$ cat src/rtl/bank_mapper.sv
module bank_mapper #(
  parameter int EB_W       = 3,
  parameter int FB_W       = 5,
  parameter int FIX_BANKS  = 36,
  parameter int SUPER_FROM = 24,
  parameter int SUPER_ADD  = 8,
  parameter int HOME_LO    = 2,
  parameter int HOME_HI    = 3,
  parameter int PHYS_W     = 16
) (
  input  logic              clk,
  input  logic              rst_n,
  input  logic              cpu_en,
  input  logic              cpu_wr,
  input  logic [11:0]       cpu_addr,
  input  logic              eb_we,
  input  logic [EB_W-1:0]   eb_wdata,
  input  logic              fb_we,
  input  logic [FB_W-1:0]   fb_wdata,
  input  logic              chan_we,
  input  logic              chan_super,
  output logic              ram_sel,
  output logic              ram_we,
  output logic              rom_sel,
  output logic              wr_drop,
  output logic [PHYS_W-1:0] phys_addr
);
  localparam int OFF_W  = 10;
  localparam int BANK_W = PHYS_W - OFF_W;
  localparam int RAM_AW = EB_W + 8;

  logic [EB_W-1:0]   eb_q;
  logic [FB_W-1:0]   fb_q;
  logic              super_q;
  logic [BANK_W-1:0] fb_bank, rom_bank;
  logic [RAM_AW-1:0] ram_addr;

  always_ff @(posedge clk or negedge rst_n) begin
    if (!rst_n) begin
      eb_q    <= '0;
      fb_q    <= '0;
      super_q <= 1'b0;
    end else begin
      if (eb_we)   eb_q    <= eb_wdata;
      if (fb_we)   fb_q    <= fb_wdata;
      if (chan_we) super_q <= chan_super;
    end
  end

  wire in_fixed = cpu_addr[11] | cpu_addr[10];
  wire in_home  = cpu_addr[11];
  wire in_swe   = (cpu_addr[11:8] == 4'd3);

  always_comb begin
    fb_bank = BANK_W'(fb_q);
    if (super_q && (32'(fb_q) >= SUPER_FROM))
      fb_bank = BANK_W'(fb_q) + BANK_W'(SUPER_ADD);
    if (in_home)
      rom_bank = cpu_addr[10] ? BANK_W'(HOME_HI) : BANK_W'(HOME_LO);
    else
      rom_bank = fb_bank;
  end

  wire rom_ok = (32'(rom_bank) < FIX_BANKS);

  assign ram_addr  = in_swe ? {eb_q, cpu_addr[7:0]} : RAM_AW'(cpu_addr[9:0]);
  assign phys_addr = in_fixed ? {rom_bank, cpu_addr[9:0]} : PHYS_W'(ram_addr);

  assign ram_sel = cpu_en & ~in_fixed;
  assign ram_we  = cpu_en & ~in_fixed & cpu_wr;
  assign rom_sel = cpu_en & in_fixed & ~cpu_wr & rom_ok;
  assign wr_drop = cpu_en & in_fixed & cpu_wr;
endmodule


$ cat config.mk
export PLATFORM = sky130hd
export DESIGN_NAME = bank_mapper
export DESIGN_NICKNAME = d
export VERILOG_FILES = /design/src/rtl/bank_mapper.sv
export SDC_FILE = /design/constraint.sdc
export NUM_CORES = 1
export LEC_CHECK = 0
export ABC_AREA = 1
export BUFFER_PORTS_ARGS = -buffer_cell sky130_fd_sc_hd__buf_2
export CAP_MARGIN = 20
export CORE_MARGIN = 2
export CORE_UTILIZATION = 40
export DETAILED_ROUTE_END_ITERATION = 10
export PLACE_DENSITY = 0.93
export SLEW_MARGIN = 20
export SYNTH_ARGS = -nofsm -noshare
export SYNTH_HDL_FRONTEND = slang
export SYNTH_SLANG_ARGS = --single-unit
$ cat constraint.sdc
create_clock -name clk -period 2.77 [get_ports clk]
set_input_delay 0.277 -clock clk [delete_from_list [all_inputs] [get_ports clk]]
set_output_delay 0.277 -clock clk [all_outputs]
set_load 0.05 [all_outputs]
==> results.py, run 1 <==
metrics = {
    "floorplan": {
        "io_pins": 48,
        "die_w_um": 42.5,
        "core_area_um2": 1330,
        "die_height_um": 42.5,
        "dieArea_um2": 1800,
        "fp-row-count": 13,
        "start_util": 0.444,
    },
    "min_path": {
        "hp-start": "eb_wdata[1]",
        "hp-class": "in -> reg",
        "min_path_cells": 3,
        "min_to": "eb_q[1]$_DFFE_PN0P_",
    },
    "sta": {
        "hold_viol_final": 0,
        "rsz0062_at_grt": "no",
        "tightest_slew_ps": 260,
        "clock.fmax_ghz": 0.540,
        "setup_viol": 0,
        "max_slew_margin": 0.828,
        "slew_viol_final": 0,
        "fin_skew_ps": 0,
        "tns_ps": 0,
        "fin_crit_sh": 0.669,
        "finalWorstSetupSlack_ps": 918,
        "period_needed_ps": 1850,
    },
    "logic_synthesis": {
        "netlist_area_um2": 592,
        "synth-async-reset-ratio": 1.00,
        "synth-seq-cells": 9,
        "ys_seq_area_frac": 0.381,
        "yosys_warnings": 0,
        "syn_nets": 103,
        "synth.avg_cell_area_um2": 8.00,
        "synth-edff-count": 0,
        "synth_area_leaders": "dfrtp_1 38%, buf_4 10%, o21ai_0 7.6%",
        "synth_ff_type": "dfrtp_1",
        "syn-instance-count": 74,
        "yosys.area.top_type": "dfrtp_1",
        "synth_common_cells": "11 x inv_1, 11 x nand2_1, 9 x dfrtp_1, 9 x o21ai_0, 8 x buf_4",
        "netlist.area_leader.share": 0.381,
        "synth.distinct_cells": 20,
    },
    "cts": {
        "holdBufCountCts": 1,
        "ctsLongestPathBuffers": 2,
        "cts_root_buffer": "clkbuf_4",
        "post_cts_buffers": 0,
        "cts_max_level": 1,
        "clk_pin_slew_ps": 60,
        "cts_resized": 0,
        "cts_tree": "done",
        "insertion_delay_ps": 260,
        "numClockSinks": 9,
        "cts_made_buffers": 3,
    },
    "critical_path": {
        "rr_endpoint": "super_q$_DFFE_PN0P_",
        "crit_fanout": 5,
        "critPathLaunchType": "flip-flop",
        "worstSetupEndpointType": "output port",
        "crit_type": "reg -> out",
        "reg2reg_depth": 1,
        "reg2reg_from": "super_q$_DFFE_PN0P_",
        "critical_path_required_ps": 2490,
        "reg2reg_slack_ps": 1990,
        "cp_data_arrival_time_ps": 1580,
    },
    "pwr": {
        "powerDensity_nw_per_um2": 478,
        "p_leak_nw": 0.407,
        "vdd_ir_drop_max_v": 0.000281,
    },
    "routing": {
        "wl_per_cell_um": 10.5,
        "avgViaCountPerCell": 4.69,
        "drc": 0,
        "drt-initial-drc-count": 7,
        "wirelength_mm": 1.22,
        "routed-via-count": 544,
        "ant_nets": 0,
        "dr.pass1.iters": 2,
    },
    "placed_design": {
        "dpl.hpwl_mm": 1.07,
        "placed_cell_area_um2": 701,
        "pre_cts_ws_ps": 1190,
        "gp_congestion": 0.769,
        "port_buffers": 31,
    },
    "job": {
        "maxCapViolCount": 0,
    },
    "grt": {
        "grt_start_max_net_pins": 10,
        "grt_pass1_wl_mm": 2.00,
        "grt_overflow": 0,
        "antenna_found_initial": 0,
        "track_usage": 0.156,
        "grt_pass1_vias": 491,
    },
    "status": {
        "outcome": "completed",
    },
    "layout": {
        "drive_above_1_share": 0.436,
        "stdcell_area_um2": 737,
        "nNetsFinal": 131,
        "num_antenna_cells": 0,
        "area_growth_pct": 24.5,
    },
}
[cell families after synthesis]
kind of cell | count (synthesis) | share of synthesized area
flip-flops | 9 | 0.381
AO/OA/AOI/OAI | 15 | 0.137
multiplexers | 2 | 0.0381
adder cells (fa/ha/maj) | 1 | 0.0211
buffers and inverters | 22 | 0.192
AND/OR/NAND/NOR | 25 | 0.230
[critical path, stage by stage (launching register included)]
cell and delay (ps):
dfrtp_1 390, ha_1 200, nand2_1 140, nand2_1 80, nand3_2 90, nand2_2 50, a21oi_2 100, buf_2 270
[placed cells by master, fill, tap and decap left out, drive strengths merged]
master / instances
a21oi: 2
clkbuf: 4
ha: 1
nor3: 4
o211ai: 1
nor2: 5
buf: 31
mux2: 2
dfrtp: 9
inv: 13
nand3: 4
dlygate4sd3: 1
nand2: 12
o21ai: 12
[how the worst max path moves through the flow]
stage | startpoint | endpoint | cells past startpoint
after global placement | fb_q[3]$_DFFE_PN0P_ | rom_sel | 7
final | fb_q[4]$_DFFE_PN0P_ | rom_sel | 7
after detailed placement | fb_q[4]$_DFFE_PN0P_ | rom_sel | 7
after floorplan | fb_q[3]$_DFFE_PN0P_ | phys_addr[15] | 3
after global routing | fb_q[3]$_DFFE_PN0P_ | rom_sel | 7
after CTS | fb_q[4]$_DFFE_PN0P_ | rom_sel | 7
[routing by layer]
metal	global-route usage	share of wire	routed length (µm)	vias up
met5	0	0	0	-
li1	-	-	-	286
met2	0.209	0.44	534	34
met4	0.175	0.048	58	0
met1	0.177	0.40	486	220
met3	0.0560	0.11	136	4
[cell type report]
class,instances,area [µm²]
Multi-Input combinational cell,43,253
Fill cell,137,597
Timing Repair Buffer,32,165
Inverter,13,48.8
Sequential cell,9,225
Clock buffer,4,26.3
Tap cell,15,18.8
[through the flow]
stage           util  total power [mW]  hold WS, ps  std cells
2_1_floorplan      -             0.251        -18.6         74
3_3_place_gp   0.525             0.252          125        111
3_5_place_dp   0.525             0.256          132        111
4_1_cts        0.553             0.358          216        116
5_1_grt        0.553             0.373          231        116
6_report       0.553             0.352          223        116
[power breakdown]
group / internal, mW / total, mW / switching, mW / leakage, nW
sequential: 0.144 / 0.149 / 0.00554 / 0.108
clock: 0.0553 / 0.0983 / 0.0430 / 0.0150
combinational: 0.0328 / 0.105 / 0.0718 / 0.284
total: 0.232 / 0.352 / 0.120 / 0.407
[flip-flops by register name (all words and copies together) (netlist names)]
register,count
eb_q,3
fb_q,5
super_q,1
Power figures use the tool's default switching activity.
==> inputs of run 2 (changes only) <==
--- a/config.mk
+++ b/config.mk
@@ -9,9 +9,9 @@
 export BUFFER_PORTS_ARGS = -buffer_cell sky130_fd_sc_hd__buf_2
 export CAP_MARGIN = 20
 export CORE_MARGIN = 2
-export CORE_UTILIZATION = 40
+export CORE_UTILIZATION = 34
 export DETAILED_ROUTE_END_ITERATION = 10
-export PLACE_DENSITY = 0.93
+export PLACE_DENSITY = 0.85
 export SLEW_MARGIN = 20
 export SYNTH_ARGS = -nofsm -noshare
 export SYNTH_HDL_FRONTEND = slang
==> constraint.sdc (replaced) <==
create_clock -name clk -period 1.6 [get_ports clk]
set_input_delay 0.16 -clock clk [delete_from_list [all_inputs] [get_ports clk]]
set_output_delay 0.16 -clock clk [all_outputs]
set_load 0.05 [all_outputs]
==> run 2 against run 1 <==
The flow now finishes with violations (negative setup slack). Cell count is 3.4% higher. First-iteration DRC count up 86%. Sequential power increased by 77%. Die area increased by 16%. Combinational power is 97% higher. Register-to-register slack lost 1200 ps. Worst hold slack lost 100 ps. Total power increased by 80%. Critical path type unchanged.
==> results.py, run 2 (synthesis results as in run 1) <==
metrics = {
    "cts": {
        "insertion_delay_ps": 250,
        "ctsLongestPathBuffers": 2,
        "cts_made_buffers": 3,
        "cts_max_level": 1,
        "numClockSinks": 9,
        "cts_tree": "done",
        "cts_root_buffer": "clkbuf_4",
        "clk_pin_slew_ps": 60,
    },
    "layout": {
        "largest_reg_flops": 5,
        "stdcell_area_um2": 806,
        "nNetsFinal": 133,
        "area_growth_pct": 36.2,
        "largestRegisters": "fb_q x5, eb_q x3, super_q x1",
        "top_register": "fb_q",
        "num_antenna_cells": 0,
        "layout_commonest_cell": "buf_2",
        "drive_above_1_share": 0.515,
        "layout_common_cells": "28 x buf_2, 10 x inv_1, 10 x nand2_1",
    },
    "placed_design": {
        "port_buffers": 31,
        "placed_cell_area_um2": 714,
        "gp_congestion": 0.754,
        "pre_cts_ws_ps": 76.5,
        "dpl.hpwl_mm": 1.08,
    },
    "grt": {
        "antenna_found_initial": 0,
        "track_usage": 0.129,
        "grt_overflow": 0,
        "grt_pass1_wl_mm": 1.89,
        "grt_pass1_vias": 518,
        "grt_start_max_net_pins": 10,
    },
    "sta": {
        "max_slew_margin": 0.832,
        "fin_crit_sh": 1.02,
        "fin_skew_ps": 0,
        "setup_viol": 1,
        "tightest_slew_ps": 254,
        "hold_slack_ps": 118,
        "period_needed_ps": 1630,
        "slew_viol_final": 0,
        "clock.fmax_ghz": 0.612,
        "rsz0062_at_grt": "yes",
        "hold_viol_final": 0,
        "finalWorstSetupSlack_ps": -33.1,
    },
    "floorplan": {
        "die_w_um": 45.7,
        "dieArea_um2": 2090,
        "start_util": 0.350,
        "die_height_um": 45.7,
        "io_pins": 48,
        "fp-row-count": 15,
        "core_area_um2": 1690,
    },
    "pwr": {
        "pwr-share-seq": 0.415,
        "powerDensity_nw_per_um2": 785,
        "swShare": 0.342,
        "power_frac_comb": 0.327,
        "intPower_mw": 0.417,
        "clkPwrFrac": 0.258,
        "switchingPower_mw": 0.216,
        "vdd_ir_drop_max_v": 0.000317,
        "p_leak_nw": 0.427,
    },
    "min_path": {
        "hp-class": "in -> reg",
    },
    "routing": {
        "ant_nets": 0,
        "wl_per_cell_um": 11.6,
        "routed-via-count": 571,
        "drc": 0,
        "drt-initial-drc-count": 13,
        "dr.pass1.iters": 4,
        "avgViaCountPerCell": 4.76,
        "wirelength_mm": 1.39,
    },
    "critical_path": {
        "crit_fanout": 2,
        "cp_cell_sequence": "ha_4, inv_2, nand3_2, nand3_2, nand2_2, a21oi_2, buf_6",
        "cpMostUsedCell": "nand3_2",
        "critPathLaunchType": "flip-flop",
        "slowest_delay_ps": 410,
        "critical_path.slowest_cell": "dfrtp_1",
        "cp_data_arrival_time_ps": 1470,
        "critical_path_required_ps": 1440,
        "worstSetupEndpointType": "output port",
        "crit_type": "reg -> out",
    },
    "status": {
        "violations": "negative setup slack",
        "outcome": "finished, violations left",
    },
    "job": {
        "maxCapViolCount": 0,
    },
}
run 2: area by class of cell:
type / instances / area (µm²)
Fill cell: 171 / 883
Multi-Input combinational cell: 43 / 289
Sequential cell: 9 / 225
Timing Repair Buffer: 34 / 195
Inverter: 13 / 48.8
Clock buffer: 4 / 26.3
Tap cell: 17 / 21.3
run 2: metrics by stage:
stage	std cells	setup TNS (ps)	utilization	total power, mW
finish	120	-33.1	0.477	0.633
global route	120	-114	0.477	0.670
CTS	119	-66.2	0.457	0.627
detailed placement	113	0	0.423	0.447
global placement	113	0	0.423	0.439
floorplan	74	0	-	0.437
run 2: worst paths after layout:
path	startpoint	endpoint	slack, ps	cells past startpoint
max in group asynchronous	rst_n	eb_q[1]$_DFFE_PN0P_	1110	2
worst min register to register	eb_q[1]$_DFFE_PN0P_	eb_q[1]$_DFFE_PN0P_	520	2
worst min-delay path	eb_wdata[1]	eb_q[1]$_DFFE_PN0P_	120	3
min in group asynchronous	rst_n	super_q$_DFFE_PN0P_	320	2
worst max register to register	super_q$_DFFE_PN0P_	super_q$_DFFE_PN0P_	770	1
worst max-delay path	fb_q[3]$_DFFE_PN0P_	rom_sel	-30	7
run 2: routing by layer:
layer / global-route usage / wire (µm)
met1: 0.144 / 554
met4: 0.103 / 0
met5: 0 / 0
met3: 0.0238 / 63
met2: 0.214 / 776
run 2: power by group through the flow:
stage | Clock [mW] | Combinational (mW) | Sequential [mW]
after floorplan | 0 | 0.178 | 0.259
after global placement | 0 | 0.179 | 0.261
after detailed placement | 0 | 0.185 | 0.262
after CTS | 0.174 | 0.195 | 0.258
after global routing | 0.182 | 0.224 | 0.264
final | 0.163 | 0.207 | 0.263
run 2: what timing repair did:
action,4_1_cts,5_1_grt
pin swaps,2,4
setup buffers,1,1
endpoints found under the hold margin,9,0
hold buffers,1,0
resized for setup,5,6
setup endpoints to repair,3,3
run 2: critical path: cells and delay by family, from the launching register on:
family | cells | cell delay [ps]
buffers and inverters | 2 | 220
adder cells (fa/ha/maj) | 1 | 250
AO/OA/AOI/OAI | 1 | 140
flip-flops | 1 | 410
AND/OR/NAND/NOR | 3 | 220
==> inputs of run 3 (changes only) <==
--- a/config.mk
+++ b/config.mk
@@ -11,7 +11,9 @@
 export CORE_MARGIN = 2
 export CORE_UTILIZATION = 34
 export DETAILED_ROUTE_END_ITERATION = 10
+export GPL_ROUTABILITY_DRIVEN = 1
 export PLACE_DENSITY = 0.85
+export RECOVER_POWER = 50
 export SLEW_MARGIN = 20
 export SYNTH_ARGS = -nofsm -noshare
 export SYNTH_HDL_FRONTEND = slang
==> run 3 against run 2 <==
The run still ends with negative setup slack left. Sequential power is essentially flat. Clock skew stayed put. Flip-flop and latch count unchanged. Cell count is the same. Largest cell class unchanged. Largest power group unchanged.
==> results.py, run 3 (synthesis results as in run 1) <==
metrics = {
    "status": {
        "outcome": "finished, violations left",
        "violations": "negative setup slack",
    },
    "cts": {
        "insertion_delay_ps": 250,
        "ctsLongestPathBuffers": 2,
        "cts_root_buffer": "clkbuf_4",
        "cts_tree": "done",
        "cts_max_level": 1,
        "cts_made_buffers": 3,
        "numClockSinks": 9,
        "clk_pin_slew_ps": 60,
    },
    "sta": {
        "period_needed_ps": 1630,
        "clock.fmax_ghz": 0.612,
        "max_slew_margin": 0.682,
        "hold_viol_final": 0,
        "slew_viol_final": 0,
        "rsz0062_at_grt": "yes",
        "fin_skew_ps": 0,
        "fin_crit_sh": 1.02,
        "tightest_slew_ps": 477,
        "finalWorstSetupSlack_ps": -33.1,
        "setup_viol": 1,
    },
    "min_path": {
        "min_to": "eb_q[1]$_DFFE_PN0P_",
        "min_path_cells": 3,
        "hp-start": "eb_wdata[1]",
        "hp-class": "in -> reg",
    },
    "grt": {
        "antenna_found_initial": 0,
        "grt_start_max_net_pins": 10,
        "grt_pass1_wl_mm": 1.89,
        "grt_pass1_vias": 518,
        "grt_overflow": 0,
        "track_usage": 0.129,
    },
    "floorplan": {
        "fp-row-count": 15,
        "die_height_um": 45.7,
        "start_util": 0.350,
        "die_w_um": 45.7,
        "io_pins": 48,
        "core_area_um2": 1690,
        "dieArea_um2": 2090,
    },
    "critical_path": {
        "crit_type": "reg -> out",
        "worstSetupEndpointType": "output port",
        "critical_path_required_ps": 1440,
        "crit_fanout": 2,
        "critPathLaunchType": "flip-flop",
        "reg2reg_from": "super_q$_DFFE_PN0P_",
        "reg2reg_depth": 1,
        "cp_data_arrival_time_ps": 1470,
        "reg2reg_slack_ps": 770,
        "rr_endpoint": "super_q$_DFFE_PN0P_",
    },
    "routing": {
        "ant_nets": 0,
        "wl_per_cell_um": 11.6,
        "dr.pass1.iters": 4,
        "drt-initial-drc-count": 13,
        "drc": 0,
        "wirelength_mm": 1.39,
        "routed-via-count": 571,
        "avgViaCountPerCell": 4.76,
    },
    "placed_design": {
        "dpl.hpwl_mm": 1.08,
        "port_buffers": 31,
        "dp.cells": 113,
        "gp_congestion": 0.754,
        "pre_cts_ws_ps": 76.5,
    },
    "layout": {
        "nNetsFinal": 133,
        "fill_cells": 172,
        "layout_common_cells": "27 x buf_2, 10 x inv_1, 10 x nand2_1",
        "layout_commonest_cell": "buf_2",
        "area_growth_pct": 35.9,
        "drive_above_1_share": 0.505,
        "stdcell_count": 120,
        "largestRegisters": "fb_q x5, eb_q x3, super_q x1",
        "num_antenna_cells": 0,
        "post-route-util": 0.476,
        "largest_reg_flops": 5,
        "top_register": "fb_q",
    },
    "pwr": {
        "powerDensity_nw_per_um2": 786,
        "vdd_ir_drop_max_v": 0.000316,
        "p_leak_nw": 0.424,
    },
    "job": {
        "maxCapViolCount": 0,
    },
}
run 3: changes by cell type in the layout (fill, tap and decap cells not counted):
cell | previous run | this run
clkbuf_1 | 1 | 2
buf_2 | 28 | 27
run 3: through the flow:
step	hold slack [ps]	total power, mW	instance area (µm²)	setup TNS (ps)
2_1_floorplan	-136	0.437	603	0
3_3_place_gp	12.8	0.439	714	0
3_5_place_dp	16.4	0.447	714	0
4_1_cts	114	0.627	772	-66.2
5_1_grt	124	0.670	805	-114
6_report	118	0.632	805	-33.1
run 3: final cells by class:
| class | instances | area [µm²] | area share |
|---|---|---|---|
| clock buffer | 4 | 26.3 | 0.0327 |
| inverter | 13 | 48.8 | 0.0607 |
| multi-input combinational | 43 | 289 | 0.359 |
| sequential | 9 | 225 | 0.280 |
| tap | 17 | 21.3 | 0.0264 |
| timing repair buffer | 34 | 194 | 0.241 |
run 3: what timing repair did:
action                                 in CTS  in global routing
hold buffers                                1                  0
pin swaps                                   2                  4
setup endpoints to repair                   3                  3
endpoints found under the hold margin       9                  0
setup buffers                               1                  1
resized for setup                           5                  6
gates cloned                                0                  0
run 3: worst max-delay path by stage:
stage / from / endpoint / slack (ps) / cells after the start
detailed placement: fb_q[3]$_DFFE_PN0P_ / rom_sel / 80 / 7
floorplan: fb_q[1]$_DFFE_PN0P_ / phys_addr[11] / 20 / 2
global placement: fb_q[3]$_DFFE_PN0P_ / rom_sel / 140 / 7
CTS: fb_q[4]$_DFFE_PN0P_ / rom_sel / -70 / 7
global route: fb_q[3]$_DFFE_PN0P_ / rom_sel / -100 / 7
finish: fb_q[3]$_DFFE_PN0P_ / rom_sel / -30 / 7
run 3: per-layer routing:
metal  part of all wire  vias to the layer above  GRT usage
met5                  0                        -          0
met2               0.56                       23      0.214
met1               0.40                      263      0.144
li1                   -                      285          -
met3              0.045                        0     0.0238
met4                  0                        0      0.103
run 3: critical path, cell delays in order, from the launching register on:
cell and delay [ps]:
dfrtp_1 410, ha_4 250, inv_2 50, nand3_2 60, nand3_2 100, nand2_2 60
a21oi_2 140, buf_6 170
run 3: power by group:
| group | switching (mW) | internal, mW | leakage [nW] |
|---|---|---|---|
| Clock | 0.0676 | 0.0953 | 0.0150 |
| Combinational | 0.135 | 0.0722 | 0.300 |
| Sequential | 0.0140 | 0.249 | 0.108 |
| Total | 0.216 | 0.416 | 0.424 |
